<file path="src/rtl/lpm_pkg.sv">
package lpm_pkg;

    typedef enum logic [1:0] {
        MODE_RUN   = 2'd0,
        MODE_SLEEP = 2'd1,
        MODE_STOP  = 2'd2,
        MODE_TBT   = 2'd3
    } lpm_mode_e;

    // Bit layout of a register write, bit 7 first.
    typedef struct packed {
        logic       stop_req;   // 1 enters stop
        logic       sleep_req;  // 1 enters sleep
        logic       pin_float;  // pins float in stop / timer-only
        logic       rst_keep;   // 0 fires reset pulse
        logic       tbt_keep;   // 0 enters timer-only mode
        logic [1:0] throttle;   // halt length select
        logic       rsvd;       // ignored
    } lpm_wr_t;

    function automatic lpm_mode_e pick_mode(lpm_wr_t w, lpm_mode_e cur);
        if (w.stop_req)       return MODE_STOP;
        else if (!w.tbt_keep) return MODE_TBT;
        else if (w.sleep_req) return MODE_SLEEP;
        else                  return cur;
    endfunction

    function automatic int unsigned halt_cycles(logic [1:0] sel, int unsigned unit);
        case (sel)
            2'b00:   return 0;
            2'b01:   return unit;
            2'b10:   return 2 * unit;
            default: return 4 * unit;
        endcase
    endfunction

endpackage

</file>
<file path="src/rtl/lpm_cfg_regs.sv">
module lpm_cfg_regs
    import lpm_pkg::*;
(
    input  logic       clk,
    input  logic       rst,
    input  logic       wr_en,
    input  lpm_wr_t    wr_fields,
    output logic       pin_float_q,
    output logic [1:0] throttle_q
);
    always_ff @(posedge clk) begin
        if (rst) begin
            pin_float_q <= 1'b0;
            throttle_q  <= 2'b00;
        end else if (wr_en) begin
            pin_float_q <= wr_fields.pin_float;
            throttle_q  <= wr_fields.throttle;
        end
    end
endmodule

</file>
<file path="src/rtl/lpm_mode_seq.sv">
module lpm_mode_seq
    import lpm_pkg::*;
(
    input  logic      clk,
    input  logic      rst,
    input  logic      wr_en,
    input  lpm_wr_t   wr_fields,
    input  logic      wake_irq,
    output lpm_mode_e mode_q
);
    lpm_mode_e mode_d;

    always_comb begin
        mode_d = mode_q;
        if (wake_irq && mode_q != MODE_RUN)
            mode_d = MODE_RUN;
        else if (wr_en)
            mode_d = pick_mode(wr_fields, mode_q);
    end

    always_ff @(posedge clk) begin
        if (rst) mode_q <= MODE_RUN;
        else     mode_q <= mode_d;
    end
endmodule

</file>
<file path="src/rtl/lpm_rst_pulse.sv">
module lpm_rst_pulse #(
    parameter int unsigned RST_LEN = 3
) (
    input  logic clk,
    input  logic rst,
    input  logic fire,
    output logic pulse
);
    localparam int RW = $clog2(RST_LEN + 1);
    logic [RW-1:0] cnt_q;

    always_ff @(posedge clk) begin
        if (rst)              cnt_q <= '0;
        else if (fire)        cnt_q <= RW'(RST_LEN);
        else if (cnt_q != '0) cnt_q <= cnt_q - 1'b1;
    end

    assign pulse = (cnt_q != '0);
endmodule

</file>
<file path="src/rtl/lpm_throttle.sv">
module lpm_throttle
    import lpm_pkg::*;
#(
    parameter int unsigned HALT_UNIT = 8
) (
    input  logic       clk,
    input  logic       rst,
    input  logic       run,
    input  logic       mcyc,
    input  logic [1:0] sel,
    output logic       halted
);
    localparam int CW = $clog2(4 * HALT_UNIT + 1);
    logic [CW-1:0] cnt_q;

    always_ff @(posedge clk) begin
        if (rst || !run)
            cnt_q <= '0;
        else if (cnt_q != '0)
            cnt_q <= cnt_q - 1'b1;
        else if (mcyc)
            cnt_q <= CW'(halt_cycles(sel, HALT_UNIT));
    end

    assign halted = (cnt_q != '0);
endmodule

</file>
<file path="src/rtl/lpm_ctrl.sv">
module lpm_ctrl
    import lpm_pkg::*;
#(
    parameter int unsigned HALT_UNIT = 8,
    parameter int unsigned RST_LEN   = 3
) (
    input  logic       clk,
    input  logic       rst,
    input  logic       wr_en,
    input  logic [7:0] wr_data,
    output logic [7:0] rd_data,
    input  logic       mcyc,
    input  logic       wake_irq,
    output logic       sleep_o,
    output logic       stop_o,
    output logic       tbt_o,
    output logic       cpu_clk_en,
    output logic       pins_hiz,
    output logic       int_rst
);
    lpm_wr_t   wr_fields;
    lpm_mode_e mode;
    logic      pin_float;
    logic [1:0] throttle;
    logic      halted;
    logic      run;

    assign wr_fields = lpm_wr_t'(wr_data);

    lpm_cfg_regs u_cfg (
        .clk(clk), .rst(rst), .wr_en(wr_en), .wr_fields(wr_fields),
        .pin_float_q(pin_float), .throttle_q(throttle)
    );

    lpm_mode_seq u_seq (
        .clk(clk), .rst(rst), .wr_en(wr_en), .wr_fields(wr_fields),
        .wake_irq(wake_irq), .mode_q(mode)
    );

    lpm_rst_pulse #(.RST_LEN(RST_LEN)) u_rstp (
        .clk(clk), .rst(rst), .fire(wr_en && !wr_fields.rst_keep),
        .pulse(int_rst)
    );

    assign run = (mode == MODE_RUN);

    lpm_throttle #(.HALT_UNIT(HALT_UNIT)) u_thr (
        .clk(clk), .rst(rst), .run(run), .mcyc(mcyc), .sel(throttle),
        .halted(halted)
    );

    assign sleep_o    = (mode == MODE_SLEEP);
    assign stop_o     = (mode == MODE_STOP);
    assign tbt_o      = (mode == MODE_TBT);
    assign cpu_clk_en = run && !halted;
    assign pins_hiz   = pin_float && (stop_o || tbt_o);
    assign rd_data    = {2'b00, pin_float, 1'b0, !tbt_o, throttle, 1'b0};
endmodule

</file>
<file path="config.mk">
export PLATFORM = sky130hd
export DESIGN_NAME = lpm_ctrl
export DESIGN_NICKNAME = d
export VERILOG_FILES = /design/src/rtl/lpm_pkg.sv /design/src/rtl/lpm_cfg_regs.sv /design/src/rtl/lpm_mode_seq.sv /design/src/rtl/lpm_rst_pulse.sv /design/src/rtl/lpm_throttle.sv /design/src/rtl/lpm_ctrl.sv
export SDC_FILE = /design/constraint.sdc
export NUM_CORES = 1
export LEC_CHECK = 0
export ABC_AREA = 0
export BUFFER_PORTS_ARGS = -buffer_cell sky130_fd_sc_hd__buf_2
export CAP_MARGIN = 25
export CORE_AREA = 2 2 68 51
export DETAILED_ROUTE_END_ITERATION = 10
export DIE_AREA = 0 0 70 53
export HOLD_SLACK_MARGIN = 0.05
export PLACE_DENSITY = 0.47
export SLEW_MARGIN = 5
export SYNTH_ARGS = -nofsm -noshare
export SYNTH_HDL_FRONTEND = slang
export SYNTH_HIERARCHICAL = 1
export SYNTH_SLANG_ARGS = --single-unit
</file>
<file path="constraint.sdc">
create_clock -name clk -period 3.41 [get_ports clk]
set_clock_uncertainty 0.1 [all_clocks]
set_input_delay 0.1705 -clock clk [delete_from_list [all_inputs] [get_ports clk]]
set_output_delay 0.1705 -clock clk [all_outputs]
set_load 0.02 [all_outputs]
</file>
==> results of run 1 <==
==> worst max-delay path: stages (launching register included) <==
cell	delay [ns]
sky130_fd_sc_hd__dfxtp_1	0.33
sky130_fd_sc_hd__inv_1	0.10
sky130_fd_sc_hd__ha_1	0.29
sky130_fd_sc_hd__nor2b_1	0.27
sky130_fd_sc_hd__nand2_1	0.11
sky130_fd_sc_hd__nor3_1	0.16
sky130_fd_sc_hd__buf_2	0.19
==> power by group <==
| group | switching (mW) | leakage [nW] | internal [mW] | total (mW) |
|---|---|---|---|---|
| clock network | 0.0578 | 0.0255 | 0.0807 | 0.139 |
| registers | 0.0335 | 0.107 | 0.186 | 0.219 |
| logic | 0.175 | 0.293 | 0.144 | 0.319 |
==> through the flow <==
step / utilization (%) / instances / hold WS, ns / power (mW)
6_report: 30.6 / 148 / 0.0675 / 0.677
5_1_grt: 30.6 / 148 / 0.0598 / 0.733
4_1_cts: 30.2 / 147 / 0.0568 / 0.683
3_5_place_dp: 28.4 / 142 / 0.282 / 0.539
3_3_place_gp: 28.4 / 142 / 0.272 / 0.532
2_1_floorplan: - / 88 / 0.143 / 0.466
==> path summary, 6_finish.rpt <==
kind | startpoint | endpoint | slack [ns] | cells after the start
setup reg to reg | u_thr/cnt_q[0] | u_thr/cnt_q[0] | 1.80 | 5
setup / recovery | u_thr/cnt_q[0] | cpu_clk_en | 1.44 | 6
hold reg to reg | u_thr/cnt_q[4] | u_thr/cnt_q[4] | 0.42 | 2
hold / removal | wr_data[1] | u_cfg/throttle_q[0] | 0.07 | 3
==> placed cells by master (no fill, tap or decap), types with 2 or more instances in the layout <==
master,instances
sky130_fd_sc_hd__a211oi_1,2
sky130_fd_sc_hd__dfxtp_1,13
sky130_fd_sc_hd__inv_1,6
sky130_fd_sc_hd__nor3_1,3
sky130_fd_sc_hd__nand2b_1,6
sky130_fd_sc_hd__buf_2,21
sky130_fd_sc_hd__a21oi_1,5
sky130_fd_sc_hd__mux2i_1,4
sky130_fd_sc_hd__clkbuf_8,3
sky130_fd_sc_hd__xnor2_1,3
sky130_fd_sc_hd__nor2_1,7
sky130_fd_sc_hd__conb_1,4
sky130_fd_sc_hd__nand2_1,3
sky130_fd_sc_hd__dlygate4sd3_1,2
sky130_fd_sc_hd__or4_1,2
sky130_fd_sc_hd__nor2b_1,4
sky130_fd_sc_hd__ha_1,2
sky130_fd_sc_hd__o21ai_0,2
sky130_fd_sc_hd__and2_2,2
==> per-layer routing <==
layer | vias up | track usage (%) | wire, um
met3 | 2 | 4.38 | 87
met5 | - | 0 | 0
met4 | 0 | 4.81 | 22
met1 | 296 | 10.6 | 792
li1 | 338 | - | -
met2 | 18 | 14.6 | 683
==> area by class of cell <==
type                    instances  share of cell area (%)
well taps                      38                    5.15
clock buffers                   3                    4.47
repair buffers                 23                    13.6
multi-input cells              63                    45.3
inverters                       7                    2.85
clock inverters                 1                   0.542
flip-flops and latches         13                    28.2
==> kinds of logic after synthesis <==
group	count (synthesis)	share of synthesized area [%]
buf+inv	12	8.73
simple gates	32	25.9
flops	13	35.6
fa+ha+maj	2	3.42
mux	4	5.48
other cells	1	0.513
xor+xnor	3	3.60
compound gates	18	16.8
==> state kept, by name, indices dropped and copies added, names as in the netlist <==
name / flops
u_cfg/throttle_q: 2
u_cfg/pin_float_q: 1
u_seq/mode_q: 2
u_rstp/cnt_q: 2
u_thr/cnt_q: 6
==> what timing repair did <==
| item | in CTS | in global routing |
|---|---|---|
| endpoints found under the setup margin | 0 | 0 |
| hold buffers | 1 | 1 |
| hold endpoints to repair | 1 | 1 |
==> results_dict.tcl, run 1 <==
set metrics [dict create \
    post-cts-setup-buffers 0 \
    clk_latency_ns 0.24 \
    post_drt_wl_per_cell_um 10.7 \
    path_max_fanout 7 \
    syn2layout_area_growth_pct 26.4 \
    yosys-top-cells-count "sky130_fd_sc_hd__dfxtp_1, sky130_fd_sc_hd__nor2_1, sky130_fd_sc_hd__inv_1, sky130_fd_sc_hd__nand2b_1" \
    number_of_fill_cells_in_the_layout 340 \
    initial_utilization_pct 24.2 \
    chipHeight_um 53 \
    synthesis.instances 85 \
    timing.critical_path.arrival_ns 1.70 \
    synth_ff_type "sky130_fd_sc_hd__dfxtp_1" \
    synth_enable_flop_cells 0 \
    distinct_cell_type_count_of_the_synthesized_netlist 32 \
    grt.overflow.total 0 \
    routabilityCongestion 0.721 \
    number_of_max_slew_violations_in_the_final_report 0 \
    grt_start_max_net_pins 10 \
    top_level_ports 27 \
    placedInstanceArea_um2 857 \
    clock_tree.root_cell "sky130_fd_sc_hd__clkbuf_8" \
    synth_area_leader_cell "sky130_fd_sc_hd__dfxtp_1" \
    final_layout_size_suffix_gt1_share_pct 28.2 \
    cts_tree "yes" \
    insertedDiodeCount 0 \
    layout_min_cycle_time_ns 1.97 \
    htree_num_levels 1 \
    rsz0062_at_grt "no" \
    mappedNetlistArea_um2 731 \
    hold_path.class "in2reg" \
    multi_input_comb_area_um2 418 \
    max_slew_margin_pct 65.0 \
    outcome "completed" \
    ys_seq_elements 13 \
    cp_data_required_time_ns 3.14 \
    p_leak_nw 0.426 \
    timing.setup.tns_ns 0 \
    synth_most_common_cell "sky130_fd_sc_hd__dfxtp_1" \
    worst_slew_pin_slew_ns 0.520 \
    synth-async-reset-ratio_pct 0 \
    die_area_um2 3710 \
    wirelength_um 1590 \
    critical_path_class "reg2out" \
    antenna_left 0 \
    number_of_antenna_violations_at_the_first_check_in_global_routing 0 \
    final_design_area_no_fill_um2 923 \
    critical_path.endpoint_type "output port" \
    fin_ws_ns 1.44 \
    number_of_warnings_issued_by_yosys 6 \
    clock_transition_at_the_registers_of_the_reported_paths_ns 0.06 \
    clock-sinks 13 \
    drc 0 \
    ir_drop_mv 0.273 \
    crit_share_post_route_pct 57.8 \
    netlist.area_leader.share_pct 35.6 \
    synth-seq-area-share_pct 35.6 \
    cts_max_path_buffers 2 \
    sequential_cell_area_um2 260 \
    setup_viol_count_final 0 \
    detail_route.first_pass.iterations 4 \
    dp_hpwl_um 1190 \
    gr-usage-all-layers_pct 9.26 \
    drt_first_iter_violations 33 \
    grt_pass1_wl_um 2550 \
    vias 654 \
    floorplan.die.width_um 70 \
    timing_hold_violations_final 0 \
    coreArea_um2 3020 \
    num-nets-final 126 \
    port_buffers 21 \
    fmaxAchievable_ghz 0.507 \
    synthesized_area_divided_by_synthesized_cell_count_um2 8.60 \
    crit_path_start_kind "flip-flop" \
    netlist_top_cells_area "sky130_fd_sc_hd__dfxtp_1, sky130_fd_sc_hd__mux2i_1, sky130_fd_sc_hd__buf_4, sky130_fd_sc_hd__nand2b_1, sky130_fd_sc_hd__nor2_1" \
    place_ws_ns 1.70 \
    std_cell_rows 17 \
    post_cts.resized_instances 0 \
    clock_buffer_count_from_cts 3 \
    cap_viol_max_count 0 \
    avgViaCountPerCell 4.42 \
    power.density_cell_area_nw_per_um2 733 \
    grt_pass1_vias 595 \
]
(Power assumes the default switching activity.)
==> run 2: changes to the inputs <==
PLACE_DENSITY = 0.48   (was 0.47)
clock period = 1.76 ns   (was 3.41 ns; I/O delays follow)
==> run 2 against run 1 <==
Non-clock buffer count increased by 7; total power increased by 100%; first-iteration DRC count decreased by 58%; worst hold slack got worse by 0.0070 ns.
==> results_dict.tcl, run 2 (same netlist as run 1, synthesis figures left out) <==
set metrics [dict create \
    number_of_antenna_violations_at_the_first_check_in_global_routing 0 \
    crit_path_start_kind "flip-flop" \
    coreArea_um2 3020 \
    routabilityCongestion 0.729 \
    power.clock.fraction_pct 18.8 \
    vias 674 \
    chipHeight_um 53 \
    place_ws_ns 0.161 \
    wirelength_um 1520 \
    insertedDiodeCount 0 \
    critical_path.endpoint_type "output port" \
    p_leak_nw 0.468 \
    final_layout_size_suffix_gt1_share_pct 29.1 \
    final_design_area_no_fill_um2 1010 \
    top_level_ports 27 \
    power.total_mw 1.38 \
    drt_first_iter_violations 14 \
    clock_tree.root_cell "sky130_fd_sc_hd__clkbuf_8" \
    number_of_max_slew_violations_in_the_final_report 0 \
    drc 0 \
    multi_input_comb_area_um2 438 \
    clock-sinks 13 \
    cp_data_required_time_ns 1.57 \
    rsz0062_at_grt "no" \
    dp_hpwl_um 1140 \
    cts_tree "yes" \
    cap_viol_max_count 0 \
    mostFrequentLayoutCell "sky130_fd_sc_hd__buf_2" \
    hold_end "u_rstp/cnt_q[0]" \
    worstReg2RegStart "u_thr/cnt_q[2]" \
    clk_latency_ns 0.24 \
    reg2reg_depth 3 \
    htree_num_levels 1 \
    net-switching-power_mw 0.516 \
    intPower_mw 0.861 \
    initial_utilization_pct 24.2 \
    power.density_cell_area_nw_per_um2 1360 \
    placedInstanceArea_um2 865 \
    clock_transition_at_the_registers_of_the_reported_paths_ns 0.05 \
    gr-usage-all-layers_pct 9.14 \
    timing_hold_violations_final 0 \
    sequential_cell_area_um2 260 \
    antenna_left 0 \
    seq_power_share_pct 31.2 \
    grt.overflow.total 0 \
    number_of_fill_cells_in_the_layout 326 \
    floorplan.die.width_um 70 \
    die_area_um2 3710 \
    worst_hold_slack_ns 0.0605 \
    critical_path.reg2reg.endpoint "u_thr/cnt_q[0]" \
    num-nets-final 133 \
    critical_path_class "reg2out" \
    whs_path_depth 4 \
    avgViaCountPerCell 4.35 \
    path_max_fanout 7 \
    clock_buffer_count_from_cts 3 \
    setup.reg_to_reg.worst_slack_ns 0.17 \
    number_of_standard_cells_in_the_final_layout_excluding_fillers 155 \
    grt_pass1_wl_um 2660 \
    share_comb_of_total_power_pct 49.9 \
    setup_viol_count_final 0 \
    fin_util_pct 33.4 \
    ir_drop_mv 0.617 \
    post_drt_wl_per_cell_um 9.83 \
    grt_start_max_net_pins 10 \
    timing.setup.tns_ns 0 \
    largest_reg_flops 6 \
    cts_max_path_buffers 2 \
    fin_ws_ns 0.113 \
    grt_pass1_vias 619 \
    std_cell_rows 17 \
    hold_path_startpoint "wr_data[4]" \
    registers.top_by_ff_count "u_thr/cnt_q" \
    syn2layout_area_growth_pct 38.2 \
    fmaxAchievable_ghz 0.607 \
    outcome "completed" \
    hold_path.class "in2reg" \
    layout_min_cycle_time_ns 1.65 \
    port_buffers 21 \
    timing.critical_path.arrival_ns 1.46 \
    power.switching_fraction_pct 37.5 \
    most-common-layout-cells "sky130_fd_sc_hd__buf_2, sky130_fd_sc_hd__dfxtp_1, sky130_fd_sc_hd__dlygate4sd3_1, sky130_fd_sc_hd__nor2_1, sky130_fd_sc_hd__nand2b_1" \
    placed_cells_incl_taps 143 \
    crit_share_post_route_pct 93.6 \
    detail_route.first_pass.iterations 4 \
]
-- run 2: power by group through the flow --
stage	Combinational (mW)	Sequential (mW)	Clock (mW)
final	0.688	0.430	0.259
after detailed placement	0.626	0.432	0
after floorplan	0.486	0.418	0
after global routing	0.770	0.442	0.282
after global placement	0.626	0.429	0
after CTS	0.674	0.426	0.272
-- run 2: cell type report --
| type | instances | share of cell area [%] |
|---|---|---|
| timing repair buffer | 30 | 19.1 |
| clock buffer | 4 | 4.46 |
| sequential | 13 | 25.8 |
| tap | 38 | 4.71 |
| inverter | 7 | 2.60 |
| multi-input combinational | 63 | 43.4 |
-- run 2: worst max-delay path by stage --
stage / to / cells after the start / slack [ns] / from
after floorplan: cpu_clk_en / 5 / 0.18 / u_thr/cnt_q[0]
after global placement: cpu_clk_en / 6 / 0.17 / u_thr/cnt_q[0]
after detailed placement: cpu_clk_en / 6 / 0.16 / u_thr/cnt_q[0]
after CTS: cpu_clk_en / 6 / 0.04 / u_thr/cnt_q[0]
after global routing: cpu_clk_en / 6 / 0.01 / u_thr/cnt_q[1]
final: cpu_clk_en / 6 / 0.11 / u_thr/cnt_q[1]
-- run 2: routing by layer --
metal,GRT usage [%],wire length (um)
met1,11.4,799
met2,15.2,648
met3,3.43,63
met4,1.92,13
met5,0,0
-- run 2: worst max-delay path: stages (launching register included) --
cell	delay, ns
sky130_fd_sc_hd__dfxtp_1	0.33
sky130_fd_sc_hd__inv_1	0.12
sky130_fd_sc_hd__ha_4	0.18
sky130_fd_sc_hd__nor2b_4	0.17
sky130_fd_sc_hd__nand2_1	0.10
sky130_fd_sc_hd__nor3_1	0.14
sky130_fd_sc_hd__buf_2	0.19
-- run 2: what timing repair did --
item,CTS,global route
hold buffers,8,0
resized for setup,3,2
hold endpoints to repair,5,0
endpoints found under the setup margin,1,1
buffers inserted,0,0
